--- src/rtl/pt_walker_pkg.sv ---
package pt_walker_pkg;

  typedef enum logic [2:0] {
    ST_IDLE,
    ST_RD_OUTER,
    ST_WT_OUTER,
    ST_RD_INNER,
    ST_WT_INNER,
    ST_DONE,
    ST_FAULT
  } walkState_e;

  // strobes from control to datapath
  typedef struct packed {
    logic captureReq;
    logic captureOuter;
    logic captureInner;
    logic selInner;
  } dpCtl_t;

  localparam logic [1:0] FC_NONE   = 2'b00;
  localparam logic [1:0] FC_LENGTH = 2'b01;
  localparam logic [1:0] FC_OUTER  = 2'b10;
  localparam logic [1:0] FC_INNER  = 2'b11;

  localparam int PTE_VALID_BIT = 0;
  localparam int PTE_WRITE_BIT = 1;

endpackage

--- src/rtl/pt_walker_dp.sv ---
module pt_walker_dp
  import pt_walker_pkg::*;
#(
  parameter int ADDR_W      = 32,
  parameter int OUTER_W     = 12,
  parameter int INNER_W     = 10,
  parameter int OFF_W       = 10,
  parameter int ENTRY_SHIFT = 2
) (
  input  logic               clk,
  input  logic               rstN,
  input  dpCtl_t             ctl,
  input  logic [ADDR_W-1:0]  reqVaddr,
  input  logic [ADDR_W-1:0]  tableBase,
  input  logic [OUTER_W:0]   tableLen,
  input  logic [ADDR_W-1:0]  memRespData,
  output logic               lenViolation,
  output logic               entValid,
  output logic               entWritable,
  output logic [ADDR_W-1:0]  memReqAddr,
  output logic [ADDR_W-1:0]  donePaddr
);

  localparam int FRAME_W = ADDR_W - OFF_W;
  localparam int P2_LSB  = OFF_W;
  localparam int P1_LSB  = OFF_W + INNER_W;

  logic [ADDR_W-1:0]  vaddrQ;
  logic [ADDR_W-1:0]  baseQ;
  logic [FRAME_W-1:0] outerFrameQ;
  logic [FRAME_W-1:0] innerFrameQ;

  logic [OUTER_W-1:0] reqP1;
  logic [OUTER_W-1:0] p1Q;
  logic [INNER_W-1:0] p2Q;
  logic [OFF_W-1:0]   offQ;
  logic [ADDR_W-1:0]  outerAddr;
  logic [ADDR_W-1:0]  innerAddr;
  logic               unusedRespBits;

  assign reqP1        = reqVaddr[P1_LSB +: OUTER_W];
  assign lenViolation = {1'b0, reqP1} >= tableLen;

  assign entValid       = memRespData[PTE_VALID_BIT];
  assign entWritable    = memRespData[PTE_WRITE_BIT];
  assign unusedRespBits = ^memRespData[OFF_W-1:PTE_WRITE_BIT+1];

  assign p1Q  = vaddrQ[P1_LSB +: OUTER_W];
  assign p2Q  = vaddrQ[P2_LSB +: INNER_W];
  assign offQ = vaddrQ[OFF_W-1:0];

  assign outerAddr  = baseQ + (ADDR_W'(p1Q) << ENTRY_SHIFT);
  assign innerAddr  = {outerFrameQ, {OFF_W{1'b0}}} + (ADDR_W'(p2Q) << ENTRY_SHIFT);
  assign memReqAddr = ctl.selInner ? innerAddr : outerAddr;
  assign donePaddr  = {innerFrameQ, offQ};

  always_ff @(posedge clk) begin
    if (!rstN) begin
      vaddrQ      <= '0;
      baseQ       <= '0;
      outerFrameQ <= '0;
      innerFrameQ <= '0;
    end else begin
      if (ctl.captureReq) begin
        vaddrQ <= reqVaddr;
        baseQ  <= tableBase;
      end
      if (ctl.captureOuter) outerFrameQ <= memRespData[ADDR_W-1:OFF_W];
      if (ctl.captureInner) innerFrameQ <= memRespData[ADDR_W-1:OFF_W];
    end
  end

endmodule

--- src/rtl/pt_walker_ctrl.sv ---
module pt_walker_ctrl
  import pt_walker_pkg::*;
(
  input  logic       clk,
  input  logic       rstN,
  input  logic       reqValid,
  input  logic       reqWrite,
  input  logic       memRespValid,
  input  logic       lenViolation,
  input  logic       entValid,
  input  logic       entWritable,
  output dpCtl_t     ctl,
  output logic       reqReady,
  output logic       memReqValid,
  output logic       doneValid,
  output logic       faultValid,
  output logic [1:0] faultCode,
  output logic       faultProt
);

  walkState_e state, stateNext;
  logic       wrQ;
  logic [1:0] codeQ, codeNext;
  logic       protQ, protNext;

  always_comb begin
    stateNext = state;
    codeNext  = codeQ;
    protNext  = protQ;
    ctl       = '0;
    unique case (state)
      ST_IDLE: begin
        if (reqValid) begin
          ctl.captureReq = 1'b1;
          if (lenViolation) begin
            stateNext = ST_FAULT;
            codeNext  = FC_LENGTH;
            protNext  = 1'b0;
          end else begin
            stateNext = ST_RD_OUTER;
          end
        end
      end
      ST_RD_OUTER: stateNext = ST_WT_OUTER;
      ST_WT_OUTER: begin
        if (memRespValid) begin
          if (!entValid) begin
            stateNext = ST_FAULT;
            codeNext  = FC_OUTER;
            protNext  = 1'b0;
          end else begin
            ctl.captureOuter = 1'b1;
            stateNext        = ST_RD_INNER;
          end
        end
      end
      ST_RD_INNER: begin
        ctl.selInner = 1'b1;
        stateNext    = ST_WT_INNER;
      end
      ST_WT_INNER: begin
        ctl.selInner = 1'b1;
        if (memRespValid) begin
          ctl.captureInner = 1'b1;
          if (!entValid || (wrQ && !entWritable)) begin
            stateNext = ST_FAULT;
            codeNext  = FC_INNER;
            protNext  = entValid;
          end else begin
            stateNext = ST_DONE;
          end
        end
      end
      ST_DONE:  stateNext = ST_IDLE;
      ST_FAULT: stateNext = ST_IDLE;
      default:  stateNext = ST_IDLE;
    endcase
  end

  always_ff @(posedge clk) begin
    if (!rstN) begin
      state <= ST_IDLE;
      wrQ   <= 1'b0;
      codeQ <= FC_NONE;
      protQ <= 1'b0;
    end else begin
      state <= stateNext;
      codeQ <= codeNext;
      protQ <= protNext;
      if (ctl.captureReq) wrQ <= reqWrite;
    end
  end

  assign reqReady    = (state == ST_IDLE);
  assign memReqValid = (state == ST_RD_OUTER) || (state == ST_RD_INNER);
  assign doneValid   = (state == ST_DONE);
  assign faultValid  = (state == ST_FAULT);
  assign faultCode   = faultValid ? codeQ : FC_NONE;
  assign faultProt   = faultValid & protQ;

  assert_accept_busy_R1: assert property (@(posedge clk) disable iff (!rstN)
    (reqValid && reqReady) |=> !reqReady);

  assert_len_trap_R2: assert property (@(posedge clk) disable iff (!rstN)
    (reqValid && reqReady && lenViolation) |=> (faultValid && faultCode == FC_LENGTH && !memReqValid));

  assert_read_pulse_R3: assert property (@(posedge clk) disable iff (!rstN)
    memReqValid |=> !memReqValid);

  assert_outer_trap_R4: assert property (@(posedge clk) disable iff (!rstN)
    (state == ST_WT_OUTER && memRespValid && !entValid) |=> (faultValid && faultCode == FC_OUTER));

  assert_prot_code_R7: assert property (@(posedge clk) disable iff (!rstN)
    faultProt |-> (faultValid && faultCode == FC_INNER));

  assert_done_pulse_R8: assert property (@(posedge clk) disable iff (!rstN)
    doneValid |=> (!doneValid && reqReady));

  assert_fault_release_R9: assert property (@(posedge clk) disable iff (!rstN)
    faultValid |=> (!faultValid && reqReady));

endmodule

--- src/rtl/pt_walker.sv ---
module pt_walker
  import pt_walker_pkg::*;
#(
  parameter int ADDR_W      = 32,
  parameter int OUTER_W     = 12,
  parameter int INNER_W     = 10,
  parameter int OFF_W       = 10,
  parameter int ENTRY_SHIFT = 2
) (
  input  logic              clk,
  input  logic              rstN,
  input  logic              reqValid,
  input  logic [ADDR_W-1:0] reqVaddr,
  input  logic              reqWrite,
  input  logic [ADDR_W-1:0] tableBase,
  input  logic [OUTER_W:0]  tableLen,
  output logic              reqReady,
  output logic              memReqValid,
  output logic [ADDR_W-1:0] memReqAddr,
  input  logic              memRespValid,
  input  logic [ADDR_W-1:0] memRespData,
  output logic              doneValid,
  output logic [ADDR_W-1:0] donePaddr,
  output logic              faultValid,
  output logic [1:0]        faultCode,
  output logic              faultProt
);

  dpCtl_t ctl;
  logic   lenViolation;
  logic   entValid;
  logic   entWritable;

  pt_walker_ctrl u_ctrl (
    .clk          (clk),
    .rstN         (rstN),
    .reqValid     (reqValid),
    .reqWrite     (reqWrite),
    .memRespValid (memRespValid),
    .lenViolation (lenViolation),
    .entValid     (entValid),
    .entWritable  (entWritable),
    .ctl          (ctl),
    .reqReady     (reqReady),
    .memReqValid  (memReqValid),
    .doneValid    (doneValid),
    .faultValid   (faultValid),
    .faultCode    (faultCode),
    .faultProt    (faultProt)
  );

  pt_walker_dp #(
    .ADDR_W      (ADDR_W),
    .OUTER_W     (OUTER_W),
    .INNER_W     (INNER_W),
    .OFF_W       (OFF_W),
    .ENTRY_SHIFT (ENTRY_SHIFT)
  ) u_dp (
    .clk          (clk),
    .rstN         (rstN),
    .ctl          (ctl),
    .reqVaddr     (reqVaddr),
    .tableBase    (tableBase),
    .tableLen     (tableLen),
    .memRespData  (memRespData),
    .lenViolation (lenViolation),
    .entValid     (entValid),
    .entWritable  (entWritable),
    .memReqAddr   (memReqAddr),
    .donePaddr    (donePaddr)
  );

endmodule

--- config.mk ---
export PLATFORM = sky130hd
export DESIGN_NAME = pt_walker
export DESIGN_NICKNAME = d
export VERILOG_FILES = /design/src/rtl/pt_walker_pkg.sv /design/src/rtl/pt_walker_dp.sv /design/src/rtl/pt_walker_ctrl.sv /design/src/rtl/pt_walker.sv
export SDC_FILE = /design/constraint.sdc
export NUM_CORES = 1
export LEC_CHECK = 0
export BUFFER_PORTS_ARGS = -buffer_cell sky130_fd_sc_hd__buf_2
export CORE_UTILIZATION = 35
export CTS_BUF_LIST = sky130_fd_sc_hd__clkbuf_8 sky130_fd_sc_hd__clkbuf_16
export DETAILED_ROUTE_END_ITERATION = 7
export PLACE_DENSITY = 0.58
export SLEW_MARGIN = 20
export SYNTH_ARGS = -nofsm -noshare
export SYNTH_HDL_FRONTEND = slang
export SYNTH_HIERARCHICAL = 1
export SYNTH_SLANG_ARGS = --single-unit
--- constraint.sdc ---
create_clock -name clk -period 2.5 [get_ports clk]
set_input_delay 0.5 -clock clk [delete_from_list [all_inputs] [get_ports clk]]
set_output_delay 0.5 -clock clk [all_outputs]
set_load 0.03 [all_outputs]
# After elaboration in Yosys (flattened, before gate mapping)
# Index checks and enable logic that the tools add are counted.
# totals
in_bits,114
elab_cells,65
out_inout_bits,71
regBits,115
# classes
bitwise_logic,1
n_eq_ne,12
magnitude_cmp,1
n_addsub,2
mux,31
reduce_logical,10
# ops
cell,n
$add A32 B12 Y32,1
$add A32 B14 Y32,1
$mux W32,1
$mux W2,8
$mux W3,5
$pmux W3 S5,1
$mux W1,14
$ge A12 B13 Y1,1
$eq A3 B3 Y1 const B,3
$ne A2 B2 Y1 const B,4
$reduce_and A7 Y1,1
$eq A3 B2 Y1 const B,2
$pmux W2 S3,1
$ne A2 B1 Y1 const B,2
$eq A3 B1 Y1 const B,1
$logic_not A3 Y1,1
$pmux W1 S3,1
$reduce_and A3 Y1,1
$reduce_bool A3 Y1,1
$logic_not A1 Y1,2
$logic_or A1 B1 Y1,2
$reduce_or A2 Y1,1
$and A1 B1 Y1,1
$logic_and A1 B1 Y1,1

# Longest topological paths before layout
# depth
word_depth,6
mapped_depth,12
depth_no_buf,12

# By module
# The synthesis kept the hierarchy.
# by_module_without_submodules
module,cells_per_inst,area_each_um2,n_inst,seq_area_each_um2
pt_walker_dp,655,6072.1,1,2162.1
pt_walker_ctrl,69,543.0,1,140.1

# Worst setup path before layout
# OpenSTA, ideal clock, no wires.
# synth_path
path_type,reg-to-output
start,register u_dp.vaddrQ[20]
end,output port memReqAddr[12]
slack_ps,-509
t_arrival_ps,2509
t_required_ps,2000
stages_incl_launch_ff,9
n_path_buf,0
path_cell_list,dfxtp_1 ha_1 fa_1 a211oi_2 o21ai_2 a211oi_1 o31ai_1 xnor2_1 o21ai_0
# synth_via
elab_chain_cells,2
# synth_lines
item,line_no,source
"start, declared",pt_walker_dp.sv:28,logic [ADDR_W-1:0] vaddrQ;
"start signal, assigned",pt_walker_dp.sv:65,vaddrQ <= reqVaddr;
$add A32 B14 Y32,pt_walker_dp.sv:52,assign outerAddr = baseQ + (ADDR_W'(p1Q) << ENTRY_SHIFT);
$mux W32,pt_walker_dp.sv:54,assign memReqAddr = ctl.selInner ? innerAddr : outerAddr;
"end, declared",pt_walker.sv:19,"output logic [ADDR_W-1:0] memReqAddr,"
# No other way between the ends.

# Worst setup path after layout
# layout_path
start,register u_dp.baseQ[12]
end,output port memReqAddr[25]
# layout_via
elab_chain_cells,2
# layout_lines
item,line_no,source
"start, declared",pt_walker_dp.sv:29,logic [ADDR_W-1:0] baseQ;
"start signal, assigned",pt_walker_dp.sv:66,baseQ <= tableBase;
$add A32 B14 Y32,pt_walker_dp.sv:52,
$mux W32,pt_walker_dp.sv:54,
# No other way between the ends.

==> metrics.md <==
| Metric | Value |
|---|---|
| Status | `complete, but fails checks` |
| Failing checks | `negative setup slack` |
| Die area | `19,500 um2` |
| Commonest non-fill, non-tap cell in the layout | `buf_2` |
| Clock buffer depth | `2` |
| Core Region | `18,300 um2` |
| Hold Fails Final Rpt | `0` |
| Fill cells | `1,750` |
| Simple-gate share of the synthesized area | `22.0%` |
| Most frequent cells in the layout | `buf_2, nor2b_1, mux2i_1` |
| EDFF count, synth | `0` |
| Max VDD drop | `0.542 mV` |
| # IOs | `185` |
| Area growth syn-to-layout | `41.8%` |
| Max cap viols | `0` |
| Vias in the first global route | `5,503` |
| Slew Limit Fails | `0` |
| WL/cell | `14.3 um` |
| Clock Pin Slew Worst Setup and Hold Paths | `0.06 ns` |
| CP cell instances | `ha_4, a21o_1, a21oi_1, and2_4, a21o_4, buf_6, o31a_1, o31a_1, buf_6` |
| H-tree depth | `4` |
| Die height | `139 um` |
| Seq/Total Area, Yosys | `34.8%` |
| Seq cells post-synth | `115` |
| Diodes inserted | `0` |
| P_sw | `3.77 mW` |
| Syn Inst Count | `724` |
| Final period demand of the worst path | `3.01 ns` |
| Async set-reset flop share out of synthesis | `0%` |
| Power per cell area | `1020 nW/um2` |
| Highest clock rate | `0.332 GHz` |
| Initial core utilization | `36.2%` |
| Skew-Pair Late Insertion Delay | `0.42 ns` |
| Syn. warnings | `6` |
| Slew HR | `61.2%` |
| Initial antenna violation count | `0` |
| Clk sinks | `115` |
| Clock power share | `26.5%` |
| Largest stage delay on the critical path | `0.34 ns` |
| Drt drc | `0` |
| HP Class | `input port to flop` |
| Sum Neg Setup Slack | `-10.25 ns` |
| Layout Nets | `1,104` |
| Setup violators final | `25` |
| First-pass GRT wire length | `28.0 mm` |
| WS Path Type | `flop to output port` |
| Initial DRC count | `271` |
| Largest family of logic cells by synthesized area | `simple AND/OR/NAND/NOR gates` |
| Cell Rows | `49` |
| Setup crit start kind | `flop` |
| Total GRT Usage | `18.3%` |
| Share of layout cells above drive strength 1 | `38.9%` |
| IO buf count | `176` |
| Post-Synth Adder-Cell Area | `5.52%` |
| Static Leak | `4.02 nW` |
| Fin Hold WS | `0.330 ns` |
| Area occupied by multi-input gates | `4290 um2` |
| Int Pwr | `5.82 mW` |
| CP bufs+invs | `2` |
| Post-Synth XOR/XNOR Area | `4.63%` |
| Global placer's final weighted congestion | `0.849` |
| Mapped Area | `6620 um2` |
| Required time of the worst setup path | `2.00 ns` |
| Delay-heaviest family, CP | `compound AO/OA/AOI/OAI gates` |
| Clock root cell | `clkbuf_16` |
| Reg area | `2320 um2` |
| Post-DP HPWL | `12.7 mm` |
| Seq pwr share | `25.9%` |
| Hold_buf cts | `0` |
| Synthesized area per cell | `9.14 um2` |
| RSZ-0062 raised after global routing | `true` |
| Synth Area in Compound Gates | `10.9%` |
| Slew @ Worst Pin | `0.582 ns` |
| Post-route worst setup slack | `-0.510 ns` |
| Largest net degree at the start of global routing | `48` |
| Critical path peak fanout | `6` |
| Distinct cells, synth | `64` |
| Post-synth top flop | `dfxtp_1` |
| Via count | `5,661` |
| Synth Net Count | `866` |
| Routed wire length | `17.3 mm` |
| Die W | `139 um` |
| Antenna viol nets, final | `0` |
| Period Utilization, post-route | `120%` |
| Number of CTS-inserted buffers | `17` |
| Switching Share | `39.3%` |
| CTS tree | `yes` |
| Drt pass-1 iters | `4` |
| Critical-path top delay cell | `dfxtp_2` |
| Worst path arrival time | `2.51 ns` |
| Final instance area | `9380 um2` |
| Part of the power in combinational logic | `47.6%` |
| Crit. End Element | `output port` |
| DR vias/cell | `4.70` |
| Final Skew | `0.00822 ns` |
| Mux contribution to synthesized area | `17.0%` |
| GRT overflow | `0` |
| Cell Area, Placed | `8300 um2` |
[sequential cells by signal (all words and copies together), names as in the netlist]
name,count
u_dp/baseQ,32
u_dp/vaddrQ,32
u_dp/innerFrameQ,22
u_dp/outerFrameQ,22
u_ctrl/state,3
u_ctrl/codeQ,2
u_ctrl/protQ,1
u_ctrl/wrQ,1
[power by group through the flow]
stage / clock network (mW) / logic (mW) / registers (mW)
floorplan: 0 / 2.87 / 2.50
global placement: 0 / 4.14 / 2.47
detailed placement: 0 / 4.16 / 2.48
CTS: 2.60 / 4.50 / 2.48
global route: 2.70 / 4.93 / 2.54
finish: 2.54 / 4.57 / 2.49
[cells in the mapped netlist (3+ instances only)]
cell type	number	area share [%]
a211oi_1	9	1.0
a21o_1	9	1.0
a21oi_1	18	1.4
a31oi_1	4	0.38
and2_1	3	0.28
and3_1	5	0.47
and4_1	3	0.40
buf_1	6	0.34
buf_2	9	0.68
buf_4	12	1.4
clkbuf_1	21	1.2
dfxtp_1	115	35
ha_1	26	4.9
inv_1	21	1.2
mux2i_1	110	17
nand2_1	51	2.9
nand3_1	15	1.1
nand4_1	7	0.66
nor2_1	24	1.4
nor2b_1	116	11
nor3_1	5	0.38
nor4_1	4	0.38
o211ai_1	4	0.45
o21ai_0	26	2.0
o21ai_1	3	0.23
o21ai_2	3	0.40
o311ai_0	3	0.40
o31a_1	6	0.79
or4b_1	3	0.45
xnor2_1	27	3.6
xor2_1	8	1.1
[path summary, 6_finish.rpt]
| path | from | end | slack (ns) | cells past startpoint |
|---|---|---|---|---|
| worst min register to register | u_ctrl/codeQ[0] | u_ctrl/codeQ[0] | 0.44 | 2 |
| worst min-delay path | tableBase[16] | u_dp/baseQ[16] | 0.33 | 3 |
| worst max register to register | u_ctrl/state[0] | u_dp/baseQ[17] | 0.62 | 6 |
| worst max-delay path | u_dp/baseQ[12] | memReqAddr[25] | -0.51 | 9 |
[through the flow]
step / setup WS, ns / power, mW / utilization, % / std cells
5_1_grt: -0.630 / 10.2 / 51.3 / 1204
6_report: -0.510 / 9.60 / 51.3 / 1204
3_5_place_dp: -0.357 / 6.65 / 45.4 / 1164
3_3_place_gp: -0.292 / 6.61 / 45.4 / 1164
2_1_floorplan: -0.0428 / 5.37 / - / 724
4_1_cts: -0.596 / 9.57 / 50.7 / 1200
[layer usage]
layer	track usage (%)	vias up	routed length, um
met5	0	-	0
met4	4.74	0	152
met3	5.47	11	862
met2	28.5	130	7550
met1	24.4	2533	8710
li1	-	2987	-
[layout make-up]
type	count	area share (%)
clock buffers	17	4.54
clock inverters	15	1.97
inverters	22	0.881
multi-input cells	537	45.8
flip-flops and latches	115	24.7
well taps	229	3.06
repair buffers	269	19.1
[timing repair]
item | in CTS | in global routing
hold endpoints to repair | 0 | 0
pin swaps | 27 | 26
gates resized for setup | 83 | 23
setup endpoints to repair | 28 | 32
setup buffers | 4 | 6
[worst min-delay path, stage by stage]
cell and delay [ns]:
buf_2 0.07, mux2i_1 0.05, nor2b_1 0.09
[cells by family after synthesis]
| family | count (synthesis) |
|---|---|
| simple gates | 256 |
| flops | 115 |
| mux | 112 |
| compound gates | 106 |
| buf+inv | 72 |
| xor+xnor | 35 |
| fa+ha+maj | 28 |
Power figures use the tool's default switching activity.
